`src/rtl/pwb_pkg.sv`:
```
package pwb_pkg;
  localparam int CODE_W = 3;

  typedef enum logic [CODE_W-1:0] {
    SP_16 = 3'd0, SP_24 = 3'd1, SP_32 = 3'd2, SP_64 = 3'd3
  } space_e;

  typedef enum logic [CODE_W-1:0] {
    SZ_8 = 3'd0, SZ_16 = 3'd1, SZ_32 = 3'd2, SZ_64 = 3'd3
  } size_e;

  typedef enum logic [2:0] {
    ST_IDLE, ST_DRAIN, ST_RDCMD, ST_RDDATA, ST_RESP
  } state_e;
endpackage

```
`src/rtl/pwb_code_check.sv`:
```
module pwb_code_check
  import pwb_pkg::*;
#(
  parameter int NUM_SPACES = 4,
  parameter int NUM_SIZES  = 4
) (
  input  logic [CODE_W-1:0] space,
  input  logic [CODE_W-1:0] size,
  output logic              ok
);
  localparam logic [CODE_W-1:0] SP_LIM = CODE_W'(NUM_SPACES);
  localparam logic [CODE_W-1:0] SZ_LIM = CODE_W'(NUM_SIZES);

  // codes at or above the limits are unsupported
  always_comb ok = (space < SP_LIM) && (size < SZ_LIM);
endmodule

```
`src/rtl/pwb_wr_fifo.sv`:
```
module pwb_wr_fifo #(
  parameter int WIDTH = 70,
  parameter int DEPTH = 16
) (
  input  logic             clk,
  input  logic             rst,
  input  logic             push,
  input  logic [WIDTH-1:0] push_data,
  output logic             out_valid,
  output logic [WIDTH-1:0] out_data,
  input  logic             out_ready
);
  localparam int PW = (DEPTH > 1) ? $clog2(DEPTH) : 1;
  localparam int CW = $clog2(DEPTH + 1);
  localparam logic [PW-1:0] LAST = PW'(DEPTH - 1);

  logic [WIDTH-1:0] mem [DEPTH];
  logic [PW-1:0]    wr_ptr, rd_ptr;
  logic [CW-1:0]    count;
  logic             load;

  // move the head into the output register when it is free or draining
  always_comb load = (count != '0) && (!out_valid || out_ready);

  // storage: one write port, one registered read port
  always_ff @(posedge clk) begin
    if (push) mem[wr_ptr] <= push_data;
  end

  always_ff @(posedge clk) begin
    if (load) out_data <= mem[rd_ptr];
  end

  always_ff @(posedge clk) begin
    if (rst) begin
      wr_ptr    <= '0;
      rd_ptr    <= '0;
      count     <= '0;
      out_valid <= 1'b0;
    end else begin
      if (push) wr_ptr <= (wr_ptr == LAST) ? '0 : wr_ptr + 1'b1;
      if (load) rd_ptr <= (rd_ptr == LAST) ? '0 : rd_ptr + 1'b1;
      count <= count + CW'(push) - CW'(load);
      if (load)           out_valid <= 1'b1;
      else if (out_ready) out_valid <= 1'b0;
    end
  end
endmodule

```
`src/rtl/posted_wr_bridge.sv`:
```
module posted_wr_bridge
  import pwb_pkg::*;
#(
  parameter int AW       = 32,
  parameter int DW       = 32,
  parameter int WR_DEPTH = 16
) (
  input  logic              clk,
  input  logic              rst,
  input  logic              ext_req,
  input  logic              ext_we,
  input  logic [AW-1:0]     ext_addr,
  input  logic [CODE_W-1:0] ext_space,
  input  logic [CODE_W-1:0] ext_size,
  input  logic [DW-1:0]     ext_wdata,
  output logic              ext_ack,
  output logic              ext_err,
  output logic [DW-1:0]     ext_rdata,
  output logic              int_cmd_valid,
  input  logic              int_cmd_ready,
  output logic              int_cmd_we,
  output logic [AW-1:0]     int_cmd_addr,
  output logic [CODE_W-1:0] int_cmd_space,
  output logic [CODE_W-1:0] int_cmd_size,
  output logic [DW-1:0]     int_cmd_wdata,
  input  logic              int_wr_done,
  input  logic              int_rd_valid,
  input  logic [DW-1:0]     int_rd_data
);
  localparam int CW   = $clog2(WR_DEPTH + 1);
  localparam int WR_W = AW + 2 * CODE_W + DW;
  localparam logic [CW-1:0] CAP = CW'(WR_DEPTH);

  state_e            state;
  logic [CW-1:0]     posted_cnt;
  logic              code_ok;
  logic              accept_wr;
  logic              wq_valid;
  logic [WR_W-1:0]   wq_data;
  logic [AW-1:0]     wq_addr;
  logic [CODE_W-1:0] wq_space, wq_size;
  logic [DW-1:0]     wq_wdata;
  logic              rd_cmd_v;
  logic [AW-1:0]     rd_addr;
  logic [CODE_W-1:0] rd_space, rd_size;

  pwb_code_check u_code (
    .space (ext_space),
    .size  (ext_size),
    .ok    (code_ok)
  );

  // a write is taken only from idle with room in the posted count
  always_comb accept_wr = (state == ST_IDLE) && ext_req && ext_we &&
                          code_ok && (posted_cnt < CAP);

  pwb_wr_fifo #(.WIDTH(WR_W), .DEPTH(WR_DEPTH)) u_wq (
    .clk       (clk),
    .rst       (rst),
    .push      (accept_wr),
    .push_data ({ext_addr, ext_space, ext_size, ext_wdata}),
    .out_valid (wq_valid),
    .out_data  (wq_data),
    .out_ready (int_cmd_ready)
  );

  always_comb {wq_addr, wq_space, wq_size, wq_wdata} = wq_data;

  // outstanding writes counted from acknowledge until completion pulse
  always_ff @(posedge clk) begin
    if (rst) posted_cnt <= '0;
    else     posted_cnt <= posted_cnt + CW'(accept_wr) - CW'(int_wr_done);
  end

  // control: one external transaction at a time
  always_ff @(posedge clk) begin
    if (rst) begin
      state    <= ST_IDLE;
      ext_ack  <= 1'b0;
      ext_err  <= 1'b0;
      rd_cmd_v <= 1'b0;
    end else begin
      ext_ack <= 1'b0;
      ext_err <= 1'b0;
      unique case (state)
        ST_IDLE: begin
          if (ext_req) begin
            if (!code_ok) begin
              ext_err <= 1'b1;
              state   <= ST_RESP;
            end else if (ext_we) begin
              if (accept_wr) begin
                ext_ack <= 1'b1;
                state   <= ST_RESP;
              end
            end else begin
              state <= ST_DRAIN;
            end
          end
        end
        ST_DRAIN: begin
          if (posted_cnt == '0) begin
            rd_cmd_v <= 1'b1;
            state    <= ST_RDCMD;
          end
        end
        ST_RDCMD: begin
          if (int_cmd_ready) begin
            rd_cmd_v <= 1'b0;
            state    <= ST_RDDATA;
          end
        end
        ST_RDDATA: begin
          if (int_rd_valid) begin
            ext_ack <= 1'b1;
            state   <= ST_RESP;
          end
        end
        ST_RESP: begin
          if (!ext_req) state <= ST_IDLE;
        end
        default: state <= ST_IDLE;
      endcase
    end
  end

  // read command latch and returned data
  always_ff @(posedge clk) begin
    if (rst) begin
      rd_addr   <= '0;
      rd_space  <= '0;
      rd_size   <= '0;
      ext_rdata <= '0;
    end else begin
      if (state == ST_IDLE && ext_req) begin
        rd_addr  <= ext_addr;
        rd_space <= ext_space;
        rd_size  <= ext_size;
      end
      if (state == ST_RDDATA && int_rd_valid) ext_rdata <= int_rd_data;
    end
  end

  // queued writes and the single read share the command channel
  always_comb begin
    int_cmd_valid = wq_valid | rd_cmd_v;
    int_cmd_we    = wq_valid;
    int_cmd_addr  = wq_valid ? wq_addr  : rd_addr;
    int_cmd_space = wq_valid ? wq_space : rd_space;
    int_cmd_size  = wq_valid ? wq_size  : rd_size;
    int_cmd_wdata = wq_valid ? wq_wdata : '0;
  end
endmodule

```
`config.mk`:
```
export PLATFORM = sky130hd
export DESIGN_NAME = posted_wr_bridge
export DESIGN_NICKNAME = d
export VERILOG_FILES = /design/src/rtl/pwb_pkg.sv /design/src/rtl/pwb_code_check.sv /design/src/rtl/pwb_wr_fifo.sv /design/src/rtl/posted_wr_bridge.sv
export SDC_FILE = /design/constraint.sdc
export NUM_CORES = 1
export LEC_CHECK = 0
export BUFFER_PORTS_ARGS = -buffer_cell sky130_fd_sc_hd__buf_2
export CORE_MARGIN = 2
export CORE_UTILIZATION = 35
export DETAILED_ROUTE_END_ITERATION = 12
export SYNTH_ARGS = -nofsm -noshare
export SYNTH_HDL_FRONTEND = slang
export SYNTH_SLANG_ARGS = --single-unit
```
`constraint.sdc`:
```
create_clock -name clk -period 6.65 [get_ports clk]
set_input_delay 0.665 -clock clk [delete_from_list [all_inputs] [get_ports clk]]
set_output_delay 0.665 -clock clk [all_outputs]
set_load 0.01 [all_outputs]
```
## After elaboration in Yosys (flattened, before gate mapping)

Memories as Yosys holds them, arrays and structs flattened. A register that Yosys moved wholly into a read port is not among the register bits.
Index checks and enable logic that the tools add are counted.
W data, S select, Z words.

| storage, ports and cells | value |
|---|---|
| bits in registers | 95 |
| RAM bits | 1120 |
| output and inout bits | 106 |
| word-level logic and storage cells | 82 |
| memories kept | 1 |

Memory list:

| name | words | width | read ports | clocked after Yosys merged registers in | wr ports | line | source |
|---|---|---|---|---|---|---|---|
| u_wq.mem | 16 | 70 | 1 | 1 | 1 | pwb_wr_fifo.sv:17 | `logic [WIDTH-1:0] mem [DEPTH];` |

| operators by class | value |
|---|---|
| $add $sub $neg | 6 |
| order comparisons | 3 |
| equal/unequal tests | 12 |
| mux-type cells | 27 |
| bitwise logic cells | 3 |
| reductions and logical operators | 17 |

Operators with widths:

| kind | count |
|---|---|
| $mux W32 | 2 |
| $mux W3 | 10 |
| $pmux W3 S5 | 1 |
| $add A5 B1 Y5 | 2 |
| $mux W1 | 10 |
| $ne A2 B2 Y1 const B | 5 |
| $sub A5 B1 Y5 | 2 |
| $add A4 B1 Y4 const B | 2 |
| $eq A4 B4 Y1 const B | 2 |
| $mux W4 | 2 |
| $logic_and A1 B1 Y1 | 7 |
| $eq A3 B2 Y1 const B | 2 |
| $lt A3 B3 Y1 const B | 2 |
| $reduce_and A6 Y1 | 1 |
| $logic_not A5 Y1 | 1 |
| $lt A5 B5 Y1 const B | 1 |
| $reduce_bool A5 Y1 | 1 |
| $ne A4 B4 Y1 const B | 1 |
| $pmux W1 S2 | 2 |
| $reduce_bool A2 Y1 | 2 |
| $eq A3 B1 Y1 const B | 1 |
| $eq A3 B3 Y1 const B | 1 |
| $logic_not A3 Y1 | 1 |
| $reduce_and A3 Y1 | 1 |
| 5 further kinds | 6 |

## Logic depth before layout (Yosys ltp)

| depth | value |
|---|---|
| word-level depth | 10 |
| gate-level depth with buffers | 13 |

## Hierarchy

A second synthesis with hierarchy kept.

| unflattened totals | value |
|---|---|
| cells, all modules | 2345 |
| area total of the unflattened synthesis | 48471.5 sq um |

By module, submodules not included:

| module | times used | cells an instance | area an instance (sq um) | sequential area each (sq um) |
|---|---|---|---|---|
| pwb_wr_fifo | 1 | 1881 | 44760.4 | 36014.5 |
| posted_wr_bridge | 1 | 463 | 3707.3 | 1621.6 |
| pwb_code_check | 1 | 1 | 3.8 | 0.0 |

## Worst setup path after synthesis

OpenSTA, ideal clock, no wires.

| timing | value |
|---|---|
| path kind | in2reg |
| start | input port ext_req |
| end | memory u_wq.mem[0][0], enable pin |
| setup time | 584 ps |
| arrival | 6686 ps |
| slack | -620 ps |
| stages on the path | 7 |
| buffers on the path | 2 |
| cell sequence | or4b_1 > clkbuf_1 > or3_1 > clkbuf_2 > inv_1 > nand2_1 > nor3_1 |

| between the ends | value |
|---|---|
| longest elaborated chain between the ends | 6 |

RTL lines:

| what | line | source |
|---|---|---|
| start: declaration | posted_wr_bridge.sv:10 | `input logic ext_req,` |
| $logic_and A1 B1 Y1 (3 in series) | posted_wr_bridge.sv:54 | `always_comb accept_wr = (state == ST_IDLE) && ext_req && ext_we &&` |
| $logic_and A1 B1 Y1 | posted_wr_bridge.sv:55 | `code_ok && (posted_cnt < CAP);` |
| via accept_wr | posted_wr_bridge.sv:37 | `logic accept_wr;` |
| $mux W1 | pwb_wr_fifo.sv:27 | `if (push) mem[wr_ptr] <= push_data;` |
| $mux W1 (implied by the code) | pwb_wr_fifo.sv:27 |  |
| end: declaration | pwb_wr_fifo.sv:17 |  |

The timed path passes the listed nets, and every way through them passes these cells.

## Final worst setup path

| timing | value |
|---|---|
| start | register state[0] |
| end | memory u_wq.mem[13][11], enable pin |

| between the ends | value |
|---|---|
| longest elaborated chain between the ends | 7 |

RTL lines:

| what | line | source |
|---|---|---|
| start: declaration | posted_wr_bridge.sv:34 | `state_e state;` |
| start signal: assignment | posted_wr_bridge.sv:78 | `state <= ST_IDLE;` |
| start signal: assignment | posted_wr_bridge.sv:90 | `state <= ST_RESP;` |
| start signal: assignment | posted_wr_bridge.sv:94 | `state <= ST_RESP;` |
| $logic_not A3 Y1 | posted_wr_bridge.sv:54 |  |
| $logic_and A1 B1 Y1 (3 in series) | posted_wr_bridge.sv:54 |  |
| $logic_and A1 B1 Y1 | posted_wr_bridge.sv:55 |  |
| via accept_wr | posted_wr_bridge.sv:37 |  |
| $mux W1 | pwb_wr_fifo.sv:27 |  |
| $mux W1 (implied by the code) | pwb_wr_fifo.sv:27 |  |

The timed path passes the listed nets, and every way through them passes these cells.

==> impl_metrics.yaml <==
grt:
  grt_max_degree: 138
  grt_overflow_total: 0
  grt_pass1_wl_um: 163000
  antenna_found_initial: 14
  use_met2_pct: 25.3
  grt.met1_usage_pct: 20.9
  busiest_layer: "met2"
  use_met3_pct: 2.78
  grtUsageTotal_pct: 15.3
  first_global_vias: 24600
floorplanning:
  die_w_um: 378
  core-area_sq_um: 139000
  fp.dieH_um: 378
  rows: 137
  dieArea_sq_um: 143000
  initial_core_util_pct: 35.2
  num_io_pins: 215
setup_path:
  crit_type: "register to register"
  crit_path_end_kind: "register"
  worstSetupPathDepth: 6
  worstPathCellList: "or4b_2, or3_1, inv_1, nand2_1, nor2_4, buf_4"
  cp.buffers_inverters: 2
  r2r-end: "u_wq.mem[13][11]"
  arrival_ns: 4.59
  r2r_setup_slack_ns: 2.42
  crit_end: "u_wq.mem[13][11]"
  timing.rr.start: "state[0]"
  crit_family: "simple AND/OR/NAND/NOR gates"
  crit_fanout: 28
  start_kind: "register"
  worstPathRequired_ns: 7.02
  worst_path_max_delay_cell: "or4b_2"
  reg2regPathDepth: 6
  startpoint: "state[0]"
  slowest_delay_ns: 1.04
detailed_routing:
  vias: 23500
  drc: 0
  avgViaCountPerCell: 5.04
  drtIter0Drc: 1957
  wl_per_cell_um: 23.5
  drt_wl_total_um: 109000
  firstDrtPassIters: 5
  detail-route-antenna-nets: 0
sta:
  hold_violations: 0
  rsz0062_at_grt: "no"
  setup_violations: 0
  fmax_ghz: 0.237
  drv_slew: 0
  finalCriticalPeriod_ns: 4.23
  period_share_pct: 63.6
  tns_ns: 0
  worst_pin_slew_ns: 1.18
  whs_ns: 0.150
  clock_skew_ns: 0.0240
  max-slew-margin-rel_pct: 21.6
run_status:
  outcome: "complete, no violations"
clock_network:
  post_cts_buffers: 0
  cts.repair.resized: 0
  clk_path_buf_depth: 3
  cts_inserted_buffers: 137
  htree_levels: 4
  postCtsHoldBufs: 0
  cts_root_buf: "clkbuf_16"
  path_clk_slew_ns: 0.06
  clkLatencyLatePin_ns: 0.75
  numClockSinks: 1285
  cts_tree: "built"
layout:
  final_common_cell: "edfxtp_1"
  final_area_sq_um: 57100
  final_cell_mix: "edfxtp_1 (1,190), mux4_2 (280), buf_2 (213), a21oi_1 (156), nand2_1 (150)"
  syn_to_final_growth_pct: 16.4
  final-seq-area_sq_um: 37700
  multi_input_area_sq_um: 10900
  drive_above_1_share_pct: 29.1
  nNetsFinal: 2806
  n_fill_cell: 12200
  fin_util_pct: 41.0
power_and_ir_drop:
  totalPowerFinal_uw: 21400
  power_density_nw_per_um2: 374
  irDropWorstVdd_mv: 0.319
  p_leak_uw: 0.0179
placement:
  placedInstanceArea_sq_um: 52600
  place_hpwl_um: 60100
  port_buffers: 214
  gp_congestion: 0.720
synth:
  avgSynthCellArea_sq_um: 20.2
  synth_area_sq_um: 49100
  ys_async_sr_fraction_pct: 0
  syn_nets: 2555
  synthTopCellsByArea: "edfxtp_1 (73%), mux4_2 (13%), dfxtp_1 (3.9%)"
  synth_top_cell_area_share_pct: 72.8
  synth_cell_types: 43
  yosysWarningCount: 0
  synth_flop_cell: "edfxtp_1"
  syn_inst: 2427
  synth_top_area_cell: "edfxtp_1"
  synth-edff-count: 1190
  ys_ff_latch: 1285
  seq_area_frac_synth_pct: 76.7
run:
  drv_cap: 0
hold_path:
  hold_path.class: "input pin to register"
routing by layer:
layer | vias up | share of wire (%)
met5 | - | 0.044
met4 | 8 | 1.9
met3 | 154 | 5.1
met2 | 579 | 49
met1 | 12400 | 44
li1 | 10300 | -
layout make-up:
type / count / share of cell area (%)
sequential: 1285 / 65.9
multi-input combinational: 979 / 19.1
clock buffer: 173 / 6.62
tap: 1876 / 4.11
timing repair buffer: 257 / 2.71
clock inverter: 72 / 1.41
inverter: 18 / 0.118
antenna: 1 / 0.00438
metrics by stage:
stage | setup slack (ns) | cells
final | 2.42 | 4661
after global routing | 2.16 | 4660
after CTS | 2.30 | 4660
after detailed placement | 2.06 | 4415
after global placement | 2.06 | 4415
after floorplan | 1.26 | 2427
worst min path at each step:
stage                               from             to  slack [ns]  cells past startpoint
after floorplan               rd_addr[0]     rd_addr[0]        0.43                      2
after global placement        rd_addr[5]     rd_addr[5]        0.44                      2
after detailed placement   ext_rdata[21]  ext_rdata[21]        0.44                      2
after CTS                 int_rd_data[3]   ext_rdata[3]        0.07                      3
after global routing      int_rd_data[7]   ext_rdata[7]        0.13                      3
final                     int_rd_data[4]   ext_rdata[4]        0.15                      3
flip-flops by register name (all words and copies together), names as in the netlist, 4 cells and up:
| signal | flops |
|---|---|
| u_wq.out_data | 70 |
| posted_cnt | 5 |
| u_wq.rd_ptr | 4 |
| u_wq.count | 5 |
| ext_rdata | 32 |
| u_wq.wr_ptr | 4 |
| u_wq.mem | 1120 |
| rd_addr | 32 |
tightest hold or removal path, stage by stage:
cell,delay (ns)
buf_2,0.10
nand2_1,0.04
a21oi_1,0.05
power breakdown:
part / internal [uW] / switching [uW] / total [uW]
sequential: 9290 / 247 / 9540
combinational: 1910 / 2170 / 4080
clock: 4650 / 3110 / 7750
total: 15800 / 5530 / 21400
synthesized netlist by cell type (all sizes together) (5+ instances only):
cell type	n
inv	18
and2	33
nor2	24
nand2	150
edfxtp	1190
nor3	10
buf	34
nor2b	75
nand2b	5
a21oi	156
clkbuf	111
mux2	38
mux2i	73
mux4	280
ha	17
dfxtp	95
a211oi	71
cells by family (layout without fill, tap and decap cells):
kind of cell               after synthesis  count (layout)  share of synthesized area (%)
AOI/OAI and AO/OA                      242             242                           2.90
xor gates and xnor gates                 7               7                          0.125
adders and majority gates               19              19                          0.515
buffers and inverters                  163             520                           1.33
DFF                                   1285            1285                           76.7
muxes                                  391             391                           15.2
other                                    0               1                              0
and+or+nand+nor                        320             320                           3.24
Power figures use the tool's default switching activity.
